[src/rtl/vins_pkg.sv]
// Shared types for the packed element insert unit.
// Assumes the element size code is used unchanged as a log2 byte count.
package vins_pkg;
    typedef enum logic [1:0] {
        ESZ_BYTE  = 2'd0,
        ESZ_WORD  = 2'd1,
        ESZ_DWORD = 2'd2,
        ESZ_QWORD = 2'd3
    } elem_size_e;
endpackage

[src/rtl/vins_int_merge.sv]
// Integer element merge: overwrites one element of the base vector with the
// low bits of the scalar. The element width is 2**size lanes, and the index
// is the control masked to the element count. Assumes that the scalar holds
// at least one element of the largest size.
module vins_int_merge
    import vins_pkg::*;
#(
    parameter int VEC_W  = 128,
    parameter int SCL_W  = 64,
    parameter int LANE_W = 8,
    parameter int CTRL_W = 8
) (
    input  logic              clk,
    input  logic              rst_n,
    input  elem_size_e        size,
    input  logic [CTRL_W-1:0] ctrl,
    input  logic [VEC_W-1:0]  base,
    input  logic [SCL_W-1:0]  scalar,
    output logic [VEC_W-1:0]  res
);
    localparam int NLANE  = VEC_W / LANE_W;
    localparam int LIDX_W = $clog2(NLANE);
    localparam int SLANE  = SCL_W / LANE_W;
    localparam int SOFF_W = $clog2(SLANE);

    logic [LIDX_W-1:0] elem_idx;
    logic [LANE_W-1:0] scl_lane [SLANE];
    logic [NLANE-1:0]  lane_changed;

    // Index limited to the number of elements of the chosen size.
    always_comb begin
        elem_idx = ctrl[LIDX_W-1:0] & ({LIDX_W{1'b1}} >> size);
    end

    for (genvar s = 0; s < SLANE; s++) begin : g_scl
        assign scl_lane[s] = scalar[s*LANE_W +: LANE_W];
    end

    for (genvar j = 0; j < NLANE; j++) begin : g_lane
        localparam logic [LIDX_W-1:0] JV = LIDX_W'(j);
        logic [LIDX_W-1:0] elem_of_lane;
        logic [LIDX_W-1:0] off_in_elem;

        // Find which element this lane belongs to and its offset inside it.
        always_comb begin
            elem_of_lane = JV >> size;
            off_in_elem  = JV & ~({LIDX_W{1'b1}} << size);
        end

        // The lane takes a scalar lane when its element is selected.
        always_comb begin
            if (elem_of_lane == elem_idx)
                res[j*LANE_W +: LANE_W] = scl_lane[off_in_elem[SOFF_W-1:0]];
            else
                res[j*LANE_W +: LANE_W] = base[j*LANE_W +: LANE_W];
        end

        assign lane_changed[j] = (res[j*LANE_W +: LANE_W] != base[j*LANE_W +: LANE_W]);
    end

    // only the lanes of a single element may differ from the base.
    p_one_element_r5: assert property (@(posedge clk) disable iff (!rst_n)
        $countones(lane_changed) <= (1 << size));
endmodule

[src/rtl/vins_fp_merge.sv]
// Single-precision merge. The control picks a source element, a destination
// slot and a zero mask, and the zeroing is applied after the insertion.
// Control layout: zero mask in the low NELEM bits, slot above it, source on top.
module vins_fp_merge #(
    parameter int VEC_W  = 128,
    parameter int ELEM_W = 32,
    localparam int NELEM  = VEC_W / ELEM_W,
    localparam int SEL_W  = $clog2(NELEM),
    localparam int CTRL_W = NELEM + 2*SEL_W
) (
    input  logic              clk,
    input  logic              rst_n,
    input  logic              from_mem,
    input  logic [CTRL_W-1:0] ctrl,
    input  logic [VEC_W-1:0]  base,
    input  logic [VEC_W-1:0]  vec2,
    input  logic [ELEM_W-1:0] scalar,
    output logic [VEC_W-1:0]  res
);
    logic [NELEM-1:0]  zmask;
    logic [SEL_W-1:0]  dst_slot;
    logic [SEL_W-1:0]  src_sel;
    logic [ELEM_W-1:0] v2_elem [NELEM];
    logic [ELEM_W-1:0] picked;
    logic [NELEM-1:0]  elem_changed;

    // Split the control byte into its three fields.
    always_comb begin
        zmask    = ctrl[NELEM-1:0];
        dst_slot = ctrl[NELEM +: SEL_W];
        src_sel  = ctrl[NELEM+SEL_W +: SEL_W];
    end

    for (genvar e = 0; e < NELEM; e++) begin : g_v2
        assign v2_elem[e] = vec2[e*ELEM_W +: ELEM_W];
    end

    // Take the value to insert from memory or from the second vector.
    always_comb begin
        picked = from_mem ? scalar : v2_elem[src_sel];
    end

    for (genvar k = 0; k < NELEM; k++) begin : g_elem
        localparam logic [SEL_W-1:0] KV = SEL_W'(k);
        logic [ELEM_W-1:0] inserted;

        // Insert first, then apply the zero mask.
        always_comb begin
            inserted = (KV == dst_slot) ? picked : base[k*ELEM_W +: ELEM_W];
            res[k*ELEM_W +: ELEM_W] = zmask[k] ? '0 : inserted;
        end

        assign elem_changed[k] = (res[k*ELEM_W +: ELEM_W] != base[k*ELEM_W +: ELEM_W]);
    end

    // at most the written slot plus the masked elements may change.
    p_limited_change_r6: assert property (@(posedge clk) disable iff (!rst_n)
        $countones(elem_changed) <= 1 + $countones(zmask));
endmodule

[src/rtl/vec_insert_unit.sv]
// Packed element insert unit, top level. Chooses the integer or float merge
// result, registers it with one cycle of latency, and returns it zero-extended
// to twice the vector width. Assumes a synchronous active-low reset.
module vec_insert_unit
    import vins_pkg::*;
#(
    parameter int VEC_W  = 128,
    parameter int SCL_W  = 64,
    parameter int CTRL_W = 8,
    localparam int OUT_W = 2 * VEC_W,
    localparam int FP_W  = 32
) (
    input  logic              clk,
    input  logic              rst_n,
    input  logic              in_valid,
    input  logic              in_fp,
    input  logic              in_mem,
    input  logic [1:0]        in_size,
    input  logic [CTRL_W-1:0] in_ctrl,
    input  logic [VEC_W-1:0]  in_base,
    input  logic [VEC_W-1:0]  in_vec2,
    input  logic [SCL_W-1:0]  in_scalar,
    output logic              out_valid,
    output logic [OUT_W-1:0]  out_dst
);
    localparam int NFP = VEC_W / FP_W;

    logic [VEC_W-1:0] int_res;
    logic [VEC_W-1:0] fp_res;
    logic [VEC_W-1:0] merged;
    logic [VEC_W-1:0] dst_q;
    logic             vld_q;

    vins_int_merge #(
        .VEC_W(VEC_W), .SCL_W(SCL_W), .LANE_W(8), .CTRL_W(CTRL_W)
    ) i_int (
        .clk(clk), .rst_n(rst_n),
        .size(elem_size_e'(in_size)), .ctrl(in_ctrl),
        .base(in_base), .scalar(in_scalar), .res(int_res)
    );

    vins_fp_merge #(
        .VEC_W(VEC_W), .ELEM_W(FP_W)
    ) i_fp (
        .clk(clk), .rst_n(rst_n),
        .from_mem(in_mem), .ctrl(in_ctrl),
        .base(in_base), .vec2(in_vec2), .scalar(in_scalar[FP_W-1:0]),
        .res(fp_res)
    );

    // Select the result of the requested mode.
    always_comb begin
        merged = in_fp ? fp_res : int_res;
    end

    // Output register: the strobe follows the input, and data loads on a request.
    always_ff @(posedge clk) begin
        if (!rst_n) begin
            vld_q <= 1'b0;
            dst_q <= '0;
        end else begin
            vld_q <= in_valid;
            if (in_valid) dst_q <= merged;
        end
    end

    assign out_valid = vld_q;
    assign out_dst   = {{(OUT_W-VEC_W){1'b0}}, dst_q};

    // the output strobe is the request strobe delayed by one clock.
    p_valid_follow_r10: assert property (@(posedge clk) disable iff (!rst_n)
        in_valid |=> out_valid);
    p_valid_idle_r10: assert property (@(posedge clk) disable iff (!rst_n)
        !in_valid |=> !out_valid);
    // the result holds while there is no request.
    p_hold_r10: assert property (@(posedge clk) disable iff (!rst_n)
        !in_valid |=> $stable(out_dst));

    // a masked element is zero in the registered float result.
    for (genvar k = 0; k < NFP; k++) begin : g_zchk
        p_zero_lane_r8: assert property (@(posedge clk) disable iff (!rst_n)
            (in_valid && in_fp && in_ctrl[k]) |=> (out_dst[k*FP_W +: FP_W] == '0));
    end
endmodule

[config.mk]
export PLATFORM = sky130hd
export DESIGN_NAME = vec_insert_unit
export DESIGN_NICKNAME = d
export VERILOG_FILES = /design/src/rtl/vins_pkg.sv /design/src/rtl/vins_int_merge.sv /design/src/rtl/vins_fp_merge.sv /design/src/rtl/vec_insert_unit.sv
export SDC_FILE = /design/constraint.sdc
export NUM_CORES = 1
export LEC_CHECK = 0
export CORE_AREA = 2 2 231 233
export DETAILED_ROUTE_END_ITERATION = 10
export DIE_AREA = 0 0 233 235
export PLACE_DENSITY = 0.54
export SYNTH_ARGS = -nofsm -noshare
export SYNTH_HDL_FRONTEND = slang
export SYNTH_SLANG_ARGS = --single-unit
[constraint.sdc]
create_clock -name clk -period 3 [get_ports clk]
set_input_delay 0.6 -clock clk [delete_from_list [all_inputs] [get_ports clk]]
set_output_delay 0.6 -clock clk [all_outputs]
set_load 0.03 [all_outputs]
After elaboration in Yosys (flattened, before gate mapping)
Cells that the tools add are included.
- word-level logic and storage cells: 107
- output and inout bits: 257
- bits of input ports: 335
- register bits after elaboration: 129
- $lt $le $gt $ge: 8
- equal/unequal tests: 19
- shift operators: 17
- bitwise logic cells: 10
- mux-type cells: 50
- reductions and logical operators: 1
- operators by type and width (kind ; number):
    two-way mux 32 bit ; 11
    two-way mux 8 bit ; 30
    binary-select mux 8 bit (select 3 bit) ; 7
    two-way mux 128 bit ; 1
    binary-select mux 32 bit (select 2 bit) ; 1
    == test 4 bit ; 16
    right shift 4 x 2 -> 4 bit, first input constant ; 8
    >= comparator 4 bit, second input constant ; 7
    NOT 3 -> 4 bit ; 4
    right shift 3 x 2 -> 4 bit, first input constant ; 4
    NOT 2 -> 4 bit ; 2
    right shift 1 x 2 -> 4 bit, first input constant ; 2
    right shift 2 x 2 -> 4 bit, first input constant ; 2
    bitwise AND 4 bit ; 1
    == test 2 bit, first input constant ; 2
    NOT 1 -> 4 bit ; 1
    << shifter 4 x 2 -> 3 bit, first input constant ; 1
    >= comparator 3 bit, second input constant ; 1
    NOT 2 -> 3 bit ; 1
    NOT 3 bit ; 1
    == test 1 x 2 -> 1 bit, first input constant ; 1
    zero test 2 bit ; 1

Depth between registers and ports, before layout
Gate-level depths: netlist of run 1.
- depth after elaboration: 8
- mapped depth: 11
- gate-level depth less buffers: 7

By module
Synthesis of run 1 repeated with hierarchy kept, for this count alone.
- cell total of the unflattened synthesis: 1348
- area, all modules: 12223.0 µm²
- modules (own cells, without submodules) (module ; cells an instance ; area each (µm²) ; times used ; seq. area each (µm²)):
    vec_insert_unit ; 699 ; 6573.8 ; 1 ; 2582.5
    vins_int_merge ; 338 ; 3136.8 ; 1 ; 0.0
    vins_fp_merge ; 311 ; 2512.4 ; 1 ; 0.0

Worst setup path after synthesis of run 1
OpenSTA, ideal clock, no wires.
- kind: input to register
- start: in in_size[1]
- end: reg dst_q[13]
- buffers on the path: 4
- setup slack: 0.196 ns
- cell stages on the path: 11
- data required time: 2.878 ns
- data arrival time: 2.682 ns
- setup time: 0.122 ns
- cell sequence: buf_4 -> inv_2 -> ha_1 -> and2_0 -> clkbuf_1 -> buf_4 -> nor4b_1 -> buf_2 -> mux2i_1 -> nor2_1 -> o32a_1
- longest elaborated chain between the ends: 8
- elaborated cells on any way between the ends: 12
- those cells by class: eq/ne: 1; shift: 3; mux: 5; bitwise: 3
- ends and longest elaborated chain (element ; line ; text):
    from (decl) ; vec_insert_unit.sv:18 ; input logic [1:0] in_size,
    << shifter 4 x 2 -> 3 bit ; - ;
    NOT 3 bit ; - ;
    NOT 1 -> 4 bit (not written as such) ; vins_int_merge.sv:53 ; res[j*LANE_W +: LANE_W] = scl_lane[off_in_elem[SOFF_W-1:0]];
    binary-select mux 8 bit (select 3 bit) ; vins_int_merge.sv:53 ;
    two-way mux 8 bit (not written as such) (2 in series) ; vins_int_merge.sv:53 ;
    two-way mux 8 bit * ; vins_int_merge.sv:52 ; if (elem_of_lane == elem_idx)
    two-way mux 128 bit * ; vec_insert_unit.sv:53 ; merged = in_fp ? fp_res : int_res;
    to (signal assigned) ; vec_insert_unit.sv:63 ; if (in_valid) dst_q <= merged;
    to (decl) ; vec_insert_unit.sv:31 ; logic [VEC_W-1:0] dst_q;
Mark *: on every way between the ends. The rest lies on a longest branch, timed or not. The select of a mux whose other input is x is not followed.
A chain may end at the register's enable or synchronous reset.

Worst setup path after layout of run 1
- start: in in_size[0]
- end: reg dst_q[19]
- longest elaborated chain between the ends: 8
- elaborated cells on any way between the ends: 12
- those cells by class: eq/ne: 1; shift: 3; mux: 5; bitwise: 3
- ends and longest elaborated chain (element ; line):
    << shifter 4 x 2 -> 3 bit ; -
    NOT 3 bit ; -
    NOT 2 -> 4 bit (not written as such) ; vins_int_merge.sv:53
    binary-select mux 8 bit (select 3 bit) ; vins_int_merge.sv:53
    two-way mux 8 bit (not written as such) (2 in series) ; vins_int_merge.sv:53
    two-way mux 8 bit * ; vins_int_merge.sv:52
    two-way mux 128 bit * ; vec_insert_unit.sv:53
Marked as above.

==> results of run 1 <==
==> final cells by class <==
cell class,instances,area (um^2)
fillers,5368,34000
repair buffers,633,6110
clock inverters,13,231
clock buffers,19,443
inverters,14,52.6
well taps,688,861
flip-flops and latches,129,2580
multi-input cells,1075,7930
diodes,9,22.5
==> Yosys cell counts, drive strengths merged (2+ instances only) <==
library cell  number
mux2              55
or4                4
a222oi             7
inv               13
nand3             13
mux4              41
and2               4
xnor2             13
a21boi             7
a2111oi            8
a221o              9
or2                2
ha                 5
clkbuf            80
o41ai              7
nor2b             10
nor3              14
o221a              9
nor4b              2
nand2b            47
o2111ai            2
xor2               4
o21ai            161
o22ai             23
a211oi            25
or3                8
o31ai             26
a31oi             39
nor4               4
a31o               7
a221oi            29
buf              168
nand2             18
o211a             15
mux2i            119
nor2              81
a21oi             73
o221ai            17
dfxtp            129
o211ai            25
o32a               7
==> sequential cells by signal, indices dropped and copies added (netlist names) <==
name	cells
out_valid	1
dst_q	128
==> layer usage <==
| metal | up-vias | routed length [um] | share of wire |
|---|---|---|---|
| li1 | 5975 | - | - |
| met1 | 6681 | 30000 | 0.42 |
| met2 | 762 | 34200 | 0.47 |
| met3 | 109 | 5910 | 0.082 |
| met4 | 16 | 1890 | 0.026 |
| met5 | - | 96 | 0.0013 |
==> power groups by stage <==
stage                     sequential, mW  combinational (mW)  clock (mW)
after floorplan                     2.26                1.37           0
after global placement              1.99                3.12           0
after detailed placement            2.00                3.13           0
after CTS                           1.96                3.15        2.56
after global routing                1.98                3.31        2.64
final                               1.96                3.16        2.53
==> through the flow <==
stage	hold WS, ns	setup WS (ns)	TNS (ns)
floorplan	0.636	0.196	0
finish	0.485	0.236	0
CTS	0.487	0.264	0
global placement	0.466	-0.226	-2.79
global route	0.505	0.0909	0
detailed placement	0.471	-0.213	-4.84
==> cell families after synthesis <==
| kind of cell | share of synthesized area |
|---|---|
| flip-flops | 0.223 |
| adder cells (fa/ha/maj) | 0.00541 |
| AO/OA/AOI/OAI | 0.287 |
| AND/OR/NAND/NOR | 0.0985 |
| XOR/XNOR | 0.0148 |
| other | 0.000324 |
| buffers and inverters | 0.134 |
| multiplexers | 0.236 |
==> path summary, 6_finish.rpt <==
path	slack (ns)	cells after the start	start	endpoint
max	0.24	9	in_size[0]	dst_q[19]$_SDFFE_PN0P_
min	0.49	1	dst_q[6]$_SDFFE_PN0P_	dst_q[6]$_SDFFE_PN0P_
max reg2reg	1.84	4	dst_q[47]$_SDFFE_PN0P_	dst_q[47]$_SDFFE_PN0P_
min reg2reg	0.49	1	dst_q[6]$_SDFFE_PN0P_	dst_q[6]$_SDFFE_PN0P_
==> worst register-to-register path, delay by kind of cell (launching register included) <==
family / cells / cell delay (ns)
flip-flops: 1 / 0.34
AO/OA/AOI/OAI: 3 / 0.63
multiplexers: 1 / 0.12
==> key figures, run 1 <==
Synth
  – Cell taking the most area after synthesis: dfxtp_1
  – Yosys Warn Count: 0
  – Async SR Flop Fraction: 0
  – Synth Instances: approximately 1300
  – Mean Syn Cell Area: 8.64 um^2
  – Seq cells post-synth: 129
  – EDFF count, synth: 0
  – Cell variety after synth: 62
  – Sequential element share of the synthesized area: 0.223
  – Synthesized area: 0.0116 mm^2
  – Synth top area share: 0.223
  – Primary FF master, synth: dfxtp_1
  – Largest cells by area after synthesis: dfxtp_1 22%, mux2i_1 10%, buf_4 9.1%

Setup path
  – Setup crit start kind: input port
  – Crit Path Category: in2reg
  – CP bufs+invs: 4
  – Crit-path max FO: 8
  – CP arrival: 3.11 ns
  – WP data required: 3.34 ns
  – Slowest stage delay, CP: 0.52 ns
  – Crit end category: register
  – Crit-path cells: clkdlybuf4s50_1 -> inv_1 -> ha_1 -> and2_0 -> buf_4 -> nor4_4 -> buf_12 -> mux2_2 -> a221o_1
  – Cell family with most CP delay: buffers and inverters
  – Critical path's slowest cell: clkdlybuf4s50_1

Route
  – Antenna viol nets, final: 0
  – Via count: 13500
  – Via density per instance: 5.25
  – Wirelength, routed: 72200 um
  – TritonRoute pass-1 iters: 8
  – Drt drc: 0
  – DR WL/cell: 28.0 um
  – DR iter-0 viols: 1231

Floorplanning
  – Die Y: between 200 and 250 um
  – # IOs: roughly 590
  – Starting Density: 0.221
  – Row cnt: 84
  – Core box area: between 0.05 and 0.06 mm^2
  – Die area: roughly 0.055 mm^2
  – Die width: 233 um

Clock network
  – Worst-Skew Late Latency: between 0.4 and 0.5 ns
  – CTS tree: done
  – # Post-CTS Setup Buffers: 0
  – Cts repair resizes: 0
  – CTS root buffer: clkbuf_16
  – CTS clk-pin slew, worst paths: 0.07 ns
  – Num CTS Buffers: 17
  – Post-CTS Hold Buffers: 0
  – Clock sinks: 129
  – H-tree depth: 4
  – Max Root-Sink Buffers: 2

Timing
  – Final hold viol count: 0
  – Clk_skew: 0 ns
  – Post-route minimum period: between 2 and 3 ns
  – Rel. slew slack: 0.455
  – RSZ-0062 raised after global routing: no
  – Max Slew Vio Count: 0
  – Worst-Margin Slew: 0.818 ns
  – Endpoints failing setup: 0
  – Max frequency: 362 MHz
  – Period utilization: 0.921

Final layout
  – Final core occ: 0.349
  – Share of cells above drive strength 1: 0.182
  – Most frequent cells in the layout: 456 x clkdlybuf4s50_1, 155 x o21ai_0, 154 x buf_4
  – Design area: 0.0182 mm^2
  – Area grow syn2layout: 57.6%
  – Finished Layout Cells: 2580
  – Commonest non-fill, non-tap cell in the layout: clkdlybuf4s50_1
  – Nets: 2210

Global route
  – Largest net degree at the start of global routing: 54
  – Grt total ovfl: 0
  – First-pass GRT wire length: 101000 um
  – Initial antenna violation count: 18
  – Most used routing layer: met2
  – Vias in the first global route: about 13000
  – GR met3 Demand/Resource: 0.0697
  – Routing usage on met2: 0.419
  – M1 GR Usage: 0.325
  – Total GRT Usage: 0.256

Power and ir drop
  – Clk pwr share: 0.331
  – Sequential Power Share: 0.256
  – Switching portion of total power: 0.370
  – Power Internal: 4.82 mW
  – Leak pwr: 7.05 nW
  – Pwr Total: 7.65 mW
  – Peak supply drop: 0.451 mV
  – PwrDens: 420 mW/mm^2
  – Comb power frac: 0.413
  – Switch Pwr: 2.83 mW

Status
  – Status: completed

Min path
  – Hold Path Class: reg2reg

Place
  – Post-DP Area: 0.0175 mm^2
  – DP Wirelength: 58100 um
  – Routability cong.: 0.943
  – Dpl cells: between 2000 and 3000
  – Buffers on Ports: roughly 460

Flow run
  – Max cap viols: 0
Note: power is estimated with default switching activity, not from simulation.
==> run 2, diff against run 1 <==
--- a/config.mk
+++ b/config.mk
@@ -5,10 +5,11 @@
 export SDC_FILE = /design/constraint.sdc
 export NUM_CORES = 1
 export LEC_CHECK = 0
-export CORE_AREA = 2 2 231 233
+export ABC_AREA = 1
+export CORE_AREA = 2 2 227 229
 export DETAILED_ROUTE_END_ITERATION = 10
-export DIE_AREA = 0 0 233 235
-export PLACE_DENSITY = 0.54
+export DIE_AREA = 0 0 229 231
+export PLACE_DENSITY = 0.6
 export SYNTH_ARGS = -nofsm -noshare
 export SYNTH_HDL_FRONTEND = slang
 export SYNTH_SLANG_ARGS = --single-unit
==> key figures, run 2 <==
Synth
  – Synth top area share: 0.229 (+0.00621)
  – Cell taking the most area after synthesis: nand2_1
  – Post-synthesis adder-cell area fraction: 0.00445 (-0.000956)
  – Synth Instances: 2711 (+100%)
  – Cell variety after synth: 32 (-48%)
  – Primary FF master, synth: dfxtp_1
  – XOR/XNOR Fraction of Synth Area: 0.00810 (-0.00671)
  – Largest cells by area after synthesis: nand2_1 23%, dfxtp_1 18%, nand3_1 17%
  – Yosys Warn Count: 0 (unchanged)
  – Simple logic cell fraction of the synthesized area: 0.510 (+0.412)
  – Synth Area in Compound Gates: 0.0858 (-0.201)
  – Mux contribution to synthesized area: 0 (-0.236)
  – Mean Syn Cell Area: 5.18 um^2 (-40%)
  – Seq cells post-synth: 129 (unchanged)
  – Sequential element share of the synthesized area: 0.184 (-0.0395)
  – Largest family of logic cells by synthesized area: simple AND/OR/NAND/NOR gates
  – Synthesized area: 0.0141 mm^2 (+21%)
  – Top-count cell post-synth: nand2_1
  – Post-synth top cells: 859 x nand2_1, 464 x nand3_1, 350 x nor2_1
  – Async SR Flop Fraction: 0 (unchanged)
  – EDFF count, synth: 0 (unchanged)

Setup path
  – Crit-path cells: clkdlybuf4s50_1 -> inv_1 -> buf_4 -> ha_1 -> nand2_1 -> nand2_1 -> nor3_1 -> nand2_1 -> nand3_1 -> a31oi_1
  – Slowest stage delay, CP: 0.76 ns (+0.24 ns)
  – Critical path's slowest cell: nor3_1
  – Most Frequent Cell on Critical Path: nand2_1
  – CP bufs+invs: 3 (-1)
  – Reg2reg setup slack: 2.30 ns (+0.46 ns)
  – Setup crit start kind: input port
  – Crit-path max FO: 8 (unchanged)
  – Worst flop-to-flop path startpoint: dst_q[93]$_SDFFE_PN0P_
  – CP arrival: 2.97 ns (-0.14 ns)
  – Crit end category: register
  – WP data required: 3.35 ns (about the same)
  – Cell family with most CP delay: simple AND/OR/NAND/NOR gates
  – R2R Path End: dst_q[93]$_SDFFE_PN0P_
  – Crit Path Category: in2reg
  – Worst Reg-to-Reg Cells: 2 (-2)

Clock network
  – Post-CTS Hold Buffers: 0 (unchanged)
  – # Post-CTS Setup Buffers: 0 (unchanged)
  – Cts repair resizes: 0 (unchanged)
  – CTS tree: done
  – Clock sinks: 129 (unchanged)
  – CTS clk-pin slew, worst paths: 0.06 ns (about the same)
  – CTS root buffer: clkbuf_16
  – Max Root-Sink Buffers: 2 (unchanged)
  – Worst-Skew Late Latency: 0.47 ns (about the same)
  – H-tree depth: 4 (unchanged)
  – Num CTS Buffers: 17 (unchanged)

Global route
  – Largest net degree at the start of global routing: 65 (+20%)
  – Total GRT Usage: 0.286 (+0.0301)
  – Vias in the first global route: 17200 (+28%)
  – Grt total ovfl: 0 (unchanged)
  – Initial antenna violation count: 12 (-6)
  – First-pass GRT wire length: 113000 um (+12%)

Place
  – DP Wirelength: 63700 um (+9.6%)
  – Routability cong.: 1.05 (+12%)
  – Buffers on Ports: 463 (unchanged)
  – Post-DP Area: 0.0193 mm^2 (+9.9%)
  – Dpl cells: 3797 (+50%)

Route
  – Via density per instance: 4.80 (-8.5%)
  – DR WL/cell: 20.3 um (-28%)
  – DR iter-0 viols: 1795 (+46%)
  – Top Metal Used: met5
  – WL met1: 32400 um (+7.9%)
  – Wirelength, routed: 77800 um (+7.9%)
  – TritonRoute pass-1 iters: 6 (-2)
  – DR WL met2: 35500 um (+3.8%)
  – Via count: 18400 (+36%)
  – Drt drc: 0 (unchanged)
  – Antenna viol nets, final: 0 (unchanged)
  – Metal3 WL: 6960 um (+18%)

Floorplanning
  – Core box area: 0.0507 mm^2 (-3.0%)
  – Die Y: 231 um (-1.7%)
  – Die area: 0.0529 mm^2 (-3.4%)
  – # IOs: 592 (unchanged)
  – Row cnt: 83 (-1.2%)
  – Starting Density: 0.277 (+0.0558)
  – Die width: 229 um (-1.7%)

Final layout
  – Area of the multi-input gates: 0.00905 mm^2 (+14%)
  – Commonest non-fill, non-tap cell in the layout: nand2_1
  – Finished Layout Cells: 3839 (+49%)
  – Max FFs per register: 128 (unchanged)
  – Design area: 0.0199 mm^2 (+9.1%)
  – FILL cells: 5792 (+7.9%)
  – Area grow syn2layout: 41.5%
  – Most frequent cells in the layout: 859 x nand2_1, 464 x nand3_1, 460 x clkdlybuf4s50_1
  – Biggest register: dst_q
  – Register Area: 0.00258 mm^2 (unchanged)
  – Nets: 3476 (+57%)
  – Share of cells above drive strength 1: 0.0550 (-0.127)

Timing
  – Rel. slew slack: 0.357 (-0.0977)
  – Endpoints failing setup: 0 (unchanged)
  – Post-route minimum period: 2.62 ns (-0.140 ns)
  – Max Slew Vio Count: 0 (unchanged)
  – RSZ-0062 raised after global routing: no
  – Final hold viol count: 0 (unchanged)
  – Hold slack: 0.512 ns (+0.0270 ns)
  – Max frequency: 381 MHz (+5.3%)
  – Period utilization: 0.875 (-0.0466)
  – Clk_skew: 0 ns (unchanged)
  – Worst-Margin Slew: 0.957 ns (+0.139 ns)

Min path
  – WHS Endpoint: dst_q[54]$_SDFFE_PN0P_
  – Worst min-delay path startpoint: dst_q[54]$_SDFFE_PN0P_
  – Hold path depth: 2 (+1)
  – Hold Path Class: reg2reg

Power and ir drop
  – Sequential Power Share: 0.260 (+0.004)
  – Switch Pwr: 3.07 mW (+8.5%)
  – PwrDens: 373 mW/mm^2 (-11%)
  – Power Internal: 4.35 mW (-9.8%)
  – Peak supply drop: 0.324 mV (-28%)
  – Leak pwr: 10.2 nW (+44%)
  – Pwr Total: 7.42 mW (-3.0%)
  – Switching portion of total power: 0.414 (+0.0438)
  – Clk pwr share: 0.293 (-0.038)
  – Comb power frac: 0.447 (+0.034)

Status
  – Status: completed

Flow run
  – Max cap viols: 0 (unchanged)
==> run 2: area by class of cell <==
cell class	instances	area share
antenna	11	0.00138
clock buffer	23	0.0240
clock inverter	8	0.00529
inverter	345	0.0651
multi-input combinational	2087	0.455
sequential	129	0.130
tap	680	0.0428
timing repair buffer	556	0.277
==> run 2: power by group through the flow <==
stage | Sequential (mW) | Clock [mW] | Combinational (mW)
after floorplan | 2.22 | 0 | 1.66
after global placement | 1.96 | 0 | 3.27
after detailed placement | 1.97 | 0 | 3.27
after CTS | 1.93 | 2.22 | 3.29
after global routing | 1.95 | 2.30 | 3.57
final | 1.93 | 2.17 | 3.32
==> run 2: per-layer routing <==
| layer | vias up | track usage |
|---|---|---|
| met4 | 4 | 0.121 |
| li1 | 9018 | - |
| met5 | - | 0 |
| met1 | 8313 | 0.360 |
| met3 | 142 | 0.0715 |
| met2 | 960 | 0.465 |
==> run 2: kinds of logic after synthesis <==
group           after synthesis
buf+inv                     622
compound gates              233
fa+ha+maj                     5
xor+xnor                      7
simple gates               1714
flops                       129
other cells                   1
==> run 2: metrics by stage <==
stage,setup slack [ns],TNS (ns),util
after global routing,0.177,0,0.392
after floorplan,0.503,0,-
after detailed placement,-0.0409,-0.284,0.380
after global placement,-0.0838,-0.452,0.380
after CTS,0.439,0,0.392
final,0.376,0,0.392
==> run 2: worst max-delay path by stage <==
stage	cells after the start	from	end	slack, ns
final	10	in_size[0]	dst_q[2]$_SDFFE_PN0P_	0.38
after global routing	10	in_size[0]	dst_q[2]$_SDFFE_PN0P_	0.18
after CTS	10	in_size[0]	dst_q[7]$_SDFFE_PN0P_	0.44
after detailed placement	10	in_size[0]	dst_q[2]$_SDFFE_PN0P_	-0.04
after global placement	10	in_size[0]	dst_q[5]$_SDFFE_PN0P_	-0.08
after floorplan	15	in_size[1]	dst_q[52]$_SDFFE_PN0P_	0.50
==> run 2: worst register-to-register path: stages, from the launching register on <==
cell and delay [ns]:
dfxtp_1 0.35, o21ai_0 0.19, nor2_1 0.07
